[config.mk]
export PLATFORM = sky130hd
export DESIGN_NAME = eic_top
export DESIGN_NICKNAME = d
export VERILOG_FILES = /design/src/rtl/eic_pkg.sv /design/src/rtl/eic_sync.sv /design/src/rtl/eic_line_cond.sv /design/src/rtl/eic_regs.sv /design/src/rtl/eic_top.sv
export SDC_FILE = /design/constraint.sdc
export NUM_CORES = 1
export LEC_CHECK = 0
export ABC_AREA = 0
export BUFFER_PORTS_ARGS = -buffer_cell sky130_fd_sc_hd__buf_2
export CAP_MARGIN = 25
export CORE_MARGIN = 4
export CORE_UTILIZATION = 45
export DETAILED_ROUTE_END_ITERATION = 10
export PLACE_DENSITY = 0.76
export SLEW_MARGIN = 15
export SYNTH_ARGS = -nofsm -noshare
export SYNTH_HDL_FRONTEND = slang
export SYNTH_SLANG_ARGS = --single-unit
export TNS_END_PERCENT = 30
[constraint.sdc]
create_clock -name clk -period 1.61 [get_ports clk]
set_input_delay 0.161 -clock clk [delete_from_list [all_inputs] [get_ports clk]]
set_output_delay 0.161 -clock clk [all_outputs]
set_load 0.02 [all_outputs]
[src/rtl/eic_pkg.sv]
package eic_pkg;
  localparam int REG_AW = 4;

  typedef enum logic [REG_AW-1:0] {
    REG_SENSE  = 4'd0,
    REG_DIR    = 4'd1,
    REG_POL    = 4'd2,
    REG_EN_SET = 4'd3,
    REG_EN_CLR = 4'd4,
    REG_ACK    = 4'd5,
    REG_MASK   = 4'd6,
    REG_STATUS = 4'd7
  } reg_sel_e;
endpackage

[src/rtl/eic_sync.sv]
// Per-line synchronizer plus one history stage for edge detection.
module eic_sync #(
  parameter int N_LINES = 8,
  parameter int STAGES  = 2
) (
  input  logic               clk,
  input  logic               rst_n,
  input  logic [N_LINES-1:0] pin_i,
  output logic [N_LINES-1:0] cur_o,
  output logic [N_LINES-1:0] prev_o
);
  localparam int DEPTH = STAGES + 1;

  for (genvar g = 0; g < N_LINES; g++) begin : g_line
    logic [DEPTH-1:0] chain_q;
    always_ff @(posedge clk) begin
      if (!rst_n) chain_q <= '0;
      else        chain_q <= {chain_q[DEPTH-2:0], pin_i[g]};
    end
    assign cur_o[g]  = chain_q[STAGES-1];
    assign prev_o[g] = chain_q[STAGES];
  end
endmodule

[src/rtl/eic_line_cond.sv]
// One line: edge latch or transparent level qualification.
module eic_line_cond (
  input  logic clk,
  input  logic rst_n,
  input  logic cur_i,
  input  logic prev_i,
  input  logic sense_i,
  input  logic dir_i,
  input  logic pol_i,
  input  logic ack_i,
  output logic pend_o
);
  logic hit;
  logic latch_q;

  assign hit = dir_i ? (cur_i & ~prev_i) : (~cur_i & prev_i);

  always_ff @(posedge clk) begin
    if (!rst_n)       latch_q <= 1'b0;
    else if (sense_i) latch_q <= 1'b0;
    else              latch_q <= hit | (latch_q & ~ack_i);
  end

  assign pend_o = sense_i ? (cur_i ~^ pol_i) : latch_q;
endmodule

[src/rtl/eic_regs.sv]
module eic_regs
  import eic_pkg::*;
#(
  parameter int N_LINES = 8,
  parameter int DATA_W  = 32
) (
  input  logic               clk,
  input  logic               rst_n,
  input  logic               wr_i,
  input  logic [REG_AW-1:0]  addr_i,
  input  logic [DATA_W-1:0]  wdata_i,
  input  logic [N_LINES-1:0] pend_i,
  output logic [N_LINES-1:0] sense_o,
  output logic [N_LINES-1:0] dir_o,
  output logic [N_LINES-1:0] pol_o,
  output logic [N_LINES-1:0] mask_o,
  output logic [N_LINES-1:0] ack_o,
  output logic [DATA_W-1:0]  rdata_o
);
  logic [N_LINES-1:0] wbits;
  logic [N_LINES-1:0] sense_q, dir_q, pol_q, mask_q;

  assign wbits = wdata_i[N_LINES-1:0];

  if (DATA_W > N_LINES) begin : g_hi
    logic unused_hi;
    assign unused_hi = ^wdata_i[DATA_W-1:N_LINES];
  end

  always_ff @(posedge clk) begin
    if (!rst_n) begin
      sense_q <= '0;
      dir_q   <= '0;
      pol_q   <= '0;
      mask_q  <= '0;
    end else if (wr_i) begin
      case (addr_i)
        REG_SENSE:  sense_q <= wbits;
        REG_DIR:    dir_q   <= wbits;
        REG_POL:    pol_q   <= wbits;
        REG_EN_SET: mask_q  <= mask_q | wbits;
        REG_EN_CLR: mask_q  <= mask_q & ~wbits;
        default: ;
      endcase
    end
  end

  assign ack_o   = (wr_i && addr_i == REG_ACK) ? wbits : '0;
  assign sense_o = sense_q;
  assign dir_o   = dir_q;
  assign pol_o   = pol_q;
  assign mask_o  = mask_q;

  always_comb begin
    rdata_o = '0;
    case (addr_i)
      REG_SENSE:  rdata_o[N_LINES-1:0] = sense_q;
      REG_DIR:    rdata_o[N_LINES-1:0] = dir_q;
      REG_POL:    rdata_o[N_LINES-1:0] = pol_q;
      REG_MASK:   rdata_o[N_LINES-1:0] = mask_q;
      REG_STATUS: rdata_o[N_LINES-1:0] = pend_i & mask_q;
      default: ;
    endcase
  end
endmodule

[src/rtl/eic_top.sv]
module eic_top
  import eic_pkg::*;
#(
  parameter int N_LINES = 8,
  parameter int DATA_W  = 32,
  parameter int STAGES  = 2
) (
  input  logic               clk,
  input  logic               rst_n,
  input  logic [N_LINES-1:0] ext_irq_i,
  input  logic               bus_wr_i,
  input  logic [REG_AW-1:0]  bus_addr_i,
  input  logic [DATA_W-1:0]  bus_wdata_i,
  output logic [DATA_W-1:0]  bus_rdata_o,
  output logic [N_LINES-1:0] pend_o,
  output logic               irq_o
);
  logic [N_LINES-1:0] line_cur, line_prev;
  logic [N_LINES-1:0] cfg_sense, cfg_dir, cfg_pol, mask_q, ack_v;

  eic_sync #(.N_LINES(N_LINES), .STAGES(STAGES)) u_sync (
    .clk(clk), .rst_n(rst_n), .pin_i(ext_irq_i),
    .cur_o(line_cur), .prev_o(line_prev)
  );

  for (genvar g = 0; g < N_LINES; g++) begin : g_cond
    eic_line_cond u_cond (
      .clk(clk), .rst_n(rst_n),
      .cur_i(line_cur[g]), .prev_i(line_prev[g]),
      .sense_i(cfg_sense[g]), .dir_i(cfg_dir[g]), .pol_i(cfg_pol[g]),
      .ack_i(ack_v[g]), .pend_o(pend_o[g])
    );
  end

  eic_regs #(.N_LINES(N_LINES), .DATA_W(DATA_W)) u_regs (
    .clk(clk), .rst_n(rst_n),
    .wr_i(bus_wr_i), .addr_i(bus_addr_i), .wdata_i(bus_wdata_i),
    .pend_i(pend_o),
    .sense_o(cfg_sense), .dir_o(cfg_dir), .pol_o(cfg_pol),
    .mask_o(mask_q), .ack_o(ack_v), .rdata_o(bus_rdata_o)
  );

  assign irq_o = |(pend_o & mask_q);
endmodule

# [Yosys cells after proc, flatten, opt, wreduce, memory -nomap -nowiden]
# Index checks and enable logic that the tools add are counted.
[classes] n_eq_ne=7 n_mux=19 n_bitwise=69 reduce_logical=16
[ops] operator="8-bit case mux with 5 select lines" count=1
[ops] operator="1-bit NOT" count=25
[ops] operator="1-bit bitwise AND" count=24
[ops] operator="8-bit bitwise AND" count=2
[ops] operator="4-bit by 3-bit equality test with 1-bit output (second input constant)" count=4
[ops] operator="1-bit two-way mux" count=16
[ops] operator="8-bit case mux with 2 select lines" count=1
[ops] operator="2-bit OR reduction" count=8
[ops] operator="4-bit by 2-bit equality test with 1-bit output (second input constant)" count=2
[ops] operator="8-bit two-way mux" count=1
[ops] operator="8-bit NOT" count=1
[ops] operator="1-bit OR" count=8
[ops] operator="8-bit OR" count=1
[ops] operator="2-bit AND reduction" count=4
[ops] operator="8-bit OR reduction" count=1
[ops] operator="1-bit XNOR" count=8
[ops] operator="4-bit by 1-bit equality test with 1-bit output (second input constant)" count=1
[ops] operator="4-bit logical NOT" count=1
[ops] operator="2-bit nonzero test" count=1
[ops] operator="1-bit logical AND" count=1
[totals] ff_bits=64 in_bits=47 elab_cells=131

# [Depth between registers and ports, before layout]
[depth] depth_word=6 ltp_mapped=5

# [Modules after synthesis]
# A second synthesis with hierarchy kept.
[unflattened] cells_unflattened=374 hier_area_um2=3483.3
[by_module_without_submodules] module="eic_regs" n_inst=1 cells_per_inst=239 area_per_inst_um2=2050.7 seq_area_each_um2=640.6
[by_module_without_submodules] module="eic_sync" n_inst=1 cells_per_inst=66 area_per_inst_um2=795.8 seq_area_each_um2=480.5
[by_module_without_submodules] module="eic_line_cond" n_inst=8 cells_per_inst=8 area_per_inst_um2=75.1 seq_area_each_um2=20.0
[by_module_without_submodules] module="eic_top" n_inst=1 cells_per_inst=5 area_per_inst_um2=36.3 seq_area_each_um2=0.0

# [Least setup slack after synthesis]
# No wires, ideal clock.
[synth_path] path_type="register to output" from="reg u_regs.sense_q[1] (netlist: u_regs.sense_o[1])" to="out irq_o" arrival_time_ns=1.318 slack_ns=0.131 stages_incl_launch_ff=5 path_buffers=0 path_cell_list="dfxtp_1 > and3b_1 > a31o_2 > a2111oi_0 > nand2_1"
[synth_via] elab_chain_len=3
[synth_rtl] element="start, declared" line_no="eic_regs.sv:21" rtl="logic [N_LINES-1:0] sense_q, dir_q, pol_q, mask_q;"
[synth_rtl] element="start signal, assigned" line_no="eic_regs.sv:38" rtl="REG_SENSE: sense_q <= wbits;"
[synth_rtl] element="1-bit two-way mux" line_no="eic_line_cond.sv:24" rtl="assign pend_o = sense_i ? (cur_i ~^ pol_i) : latch_q;"
[synth_rtl] element="8-bit bitwise AND" line_no="eic_top.sv:43" rtl="assign irq_o = |(pend_o & mask_q);"
[synth_rtl] element="8-bit OR reduction" line_no="eic_top.sv:43"
[synth_rtl] element="end, declared" line_no="eic_top.sv:16" rtl="output logic irq_o"
# No other way between the ends.

# [Worst setup path in the final report]
[layout_path] from="reg u_regs.pol_q[2] (netlist: u_regs.pol_o[2])" to="out irq_o"
[layout_via] elab_chain_len=4
[layout_rtl] element="start, declared" line_no="eic_regs.sv:21"
[layout_rtl] element="start signal, assigned" line_no="eic_regs.sv:40" rtl="REG_POL: pol_q <= wbits;"
[layout_rtl] element="1-bit XNOR" line_no="eic_line_cond.sv:24"
[layout_rtl] element="1-bit two-way mux" line_no="eic_line_cond.sv:24"
[layout_rtl] element="8-bit bitwise AND" line_no="eic_top.sv:43"
[layout_rtl] element="8-bit OR reduction" line_no="eic_top.sv:43"
# No other way between the ends.

==> summary.md <==
| Metric | Value |
|---|---|
| Critical path depth | `5` |
| Die Width | `91.2 um` |
| Largest net degree at the start of global routing | `slightly above 40` |
| Num rows | `30` |
| R2R Path End | `g_cond[4].u_cond.latch_q` |
| Initial antenna violation count | `0` |
| Seq/Total Area, Yosys | `41.2%` |
| Net count, final | `445` |
| Root Buffer Master | `clkbuf_8` |
| Crit path launch type | `flop` |
| EDFF count, synth | `0` |
| Max-cap viol count | `0` |
| Max Clk Rate | `between 500 and 600 MHz` |
| Setup TNS | `-654 ps` |
| Async SR Flop Fraction | `0%` |
| Crit end category | `output pin` |
| DRC errors left | `0` |
| Core area | `6760 sq um` |
| Netlist Area Pre-Place | `3110 sq um` |
| Vias in the first global route | `~2,500` |
| Hold Path Class | `in -> reg` |
| Number of inserted diodes | `0` |
| H-tree levels | `3` |
| Die H | `91.2 um` |
| Placed cell count | `464` |
| Fin crit share | `117%` |
| Placer congestion estimate | `between 0.7 and 0.8` |
| CTS buffer count | `9` |
| Pwr per Cell Area | `between 800 and 900 nW/um^2` |
| Final Power | `roughly 3.4 mW` |
| Starting DRT DRC Count | `71` |
| Violated checks | `setup timing` |
| Distinct cells, synth | `33` |
| Clk Latency, worst-skew pair | `350 ps` |
| Most instantiated cells after synthesis | `dfxtp_1 (64), nor2_1 (41), mux2i_1 (40)` |
| Wire per inst | `14.7 um` |
| Gr usage total | `18.0%` |
| Syn_area_per_cell | `9.64 sq um` |
| CP Class | `reg -> out` |
| Synth-to-layout area growth | `25.8%` |
| Global route overflow | `0` |
| Synth top area cells | `dfxtp_1 (41%), mux2i_1 (13%), buf_4 (7.7%)` |
| CP required | `1450 ps` |
| CTS clk-pin slew, worst paths | `70 ps` |
| VDD IR max | `0.000636 V` |
| Largest family of logic cells by synthesized area | `simple AND/OR/NAND/NOR gates` |
| Area share of the largest cell type after synthesis | `roughly two fifths` |
| Final setup viols | `5` |
| HPWL after detailed placement | `4880 um` |
| Pleak | `1.80 nW` |
| Setup Skew | `4.58 ps` |
| Slew Limit Fails | `0` |
| Final WL | `7080 um` |
| Compound-cell area share of the yosys netlist | `~14%` |
| Pre-CTS setup slack | `-106 ps` |
| Clock buffer depth | `2` |
| Setup WS post-layout | `-269 ps` |
| R2R cell count | `5` |
| Crit path launch | `u_regs.pol_o[2]` |
| Critical R2R Launch | `u_sync.g_line[4].chain_q[1]` |
| Final count of hold timing violations | `0` |
| First-pass GRT wire length | `12,100 um` |
| Most frequent cell after synthesis | `dfxtp_1` |
| IO Pins | `88` |
| Hold Crit Depth | `2` |
| Cell family with most CP delay | `flip-flops` |
| Vias post-DR | `2,493` |
| XOR/XNOR Fraction of Synth Area | `2.25%` |
| Simple-gate share of the synthesized area | `between 10% and 20%` |
| Fin crit period | `1880 ps` |
| DRT antenna net count | `0` |
| Buffers on Ports | `39` |
| Number of vias per cell | `5.16` |
| Crit path max-delay cell type | `dfxtp_2` |
| Adder-Cell Fraction of Synth Area | `0%` |
| Share of layout cells above drive strength 1 | `38.0%` |
| Final hold slack | `15.2 ps` |
| Top cell type by total area after synthesis | `dfxtp_1` |
| Die Footprint | `8310 sq um` |
| Starting Density | `between 40% and 50%` |
| Critical Path Fanout Max | `2` |
| Drt pass-1 iters | `4` |
| CTS tree | `built` |
| Worst setup path endpoint | `irq_o` |
| WP buf/inv | `1` |
| CP arrival | `1720 ps` |
| Main flop type after synthesis | `dfxtp_1` |
| Post-synthesis mux area share | `15.8%` |
| Run status | `finished with violations` |
| Ys Warns | `0` |
| CTS Sinks | `64` |
| Yosys reg bits | `64` |
| RSZ-0062 raised after global routing | `yes` |
| Critical Path, Cell by Cell | `xnor2_2 > mux2_4 > a2111oi_4 > nand2_1 > buf_6` |
| Worst R2R Setup Slack | `580 ps` |
| Final non-filler cell total | `around 480` |
| Post-Synthesis Cells | `between 300 and 400` |
| Slowest stage delay, CP | `~340 ps` |
==> layout make-up <==
cell class,count,area [sq um]
Clock inverter,3,40.0
Timing Repair Buffer,85,559
Clock buffer,13,159
Multi-Input combinational cell,237,1750
Sequential cell,64,1300
Tap cell,80,100
Fill cell,575,2840
Inverter,1,3.75
==> through the flow <==
step	util, %	instance area (sq um)
final	57.9	3920
after global routing	57.9	3920
after CTS	56.9	3850
after detailed placement	52.1	3520
after global placement	52.1	3520
after floorplan	-	3200
==> cells in the final DEF, fill, tap and decap left out, drive strengths merged, types with 4 or more instances in the layout <==
cell type,Yosys,routed
and2,24,24
a21bo,8,8
conb,1,24
a31o,6,6
clkbuf,7,13
buf,37,83
nand2,16,16
dfxtp,64,64
and3b,6,6
a211oi,16,16
a21oi,17,17
xnor2,8,8
mux2i,40,40
o221ai,8,8
mux2,8,8
or3b,4,4
nor2,41,41
==> how the worst min path moves through the flow <==
stage | startpoint | endpoint
finish | ext_irq_i[2] | u_sync.g_line[2].chain_q[0]
global route | ext_irq_i[0] | u_sync.g_line[0].chain_q[0]
CTS | ext_irq_i[2] | u_sync.g_line[2].chain_q[0]
detailed placement | ext_irq_i[2] | u_sync.g_line[2].chain_q[0]
global placement | ext_irq_i[5] | u_sync.g_line[5].chain_q[0]
floorplan | bus_wdata_i[0] | flop
==> power breakdown <==
group	total (mW)	leakage, nW	switching [mW]	internal (mW)
registers	1.66	0.527	0.0274	1.63
clock network	1.40	0.103	0.604	0.796
logic	0.353	1.16	0.207	0.146
total	3.41	1.80	0.839	2.57
==> cells by family after synthesis <==
group | Yosys count
other | 1
flip-flops | 64
AO/OA/AOI/OAI | 57
multiplexers | 48
XOR/XNOR | 8
buffers and inverters | 45
AND/OR/NAND/NOR | 100
==> routing by layer <==
metal  vias to the layer above  global-route usage, %  routed length [um]
met5                         -                      0                   0
met4                         0                   7.91                 171
met3                        20                   4.97                 363
met2                        68                   27.9                3330
met1                      1173                   23.3                3210
li1                       1232                      -                   -
==> repair_timing <==
item | CTS | global route
setup endpoints to repair | 9 | 9
hold endpoints to repair | 2 | 0
setup buffers | 0 | 1
resized for setup | 26 | 14
pin swaps | 6 | 5
hold buffers | 2 | 0
(Power assumes the default switching activity.)
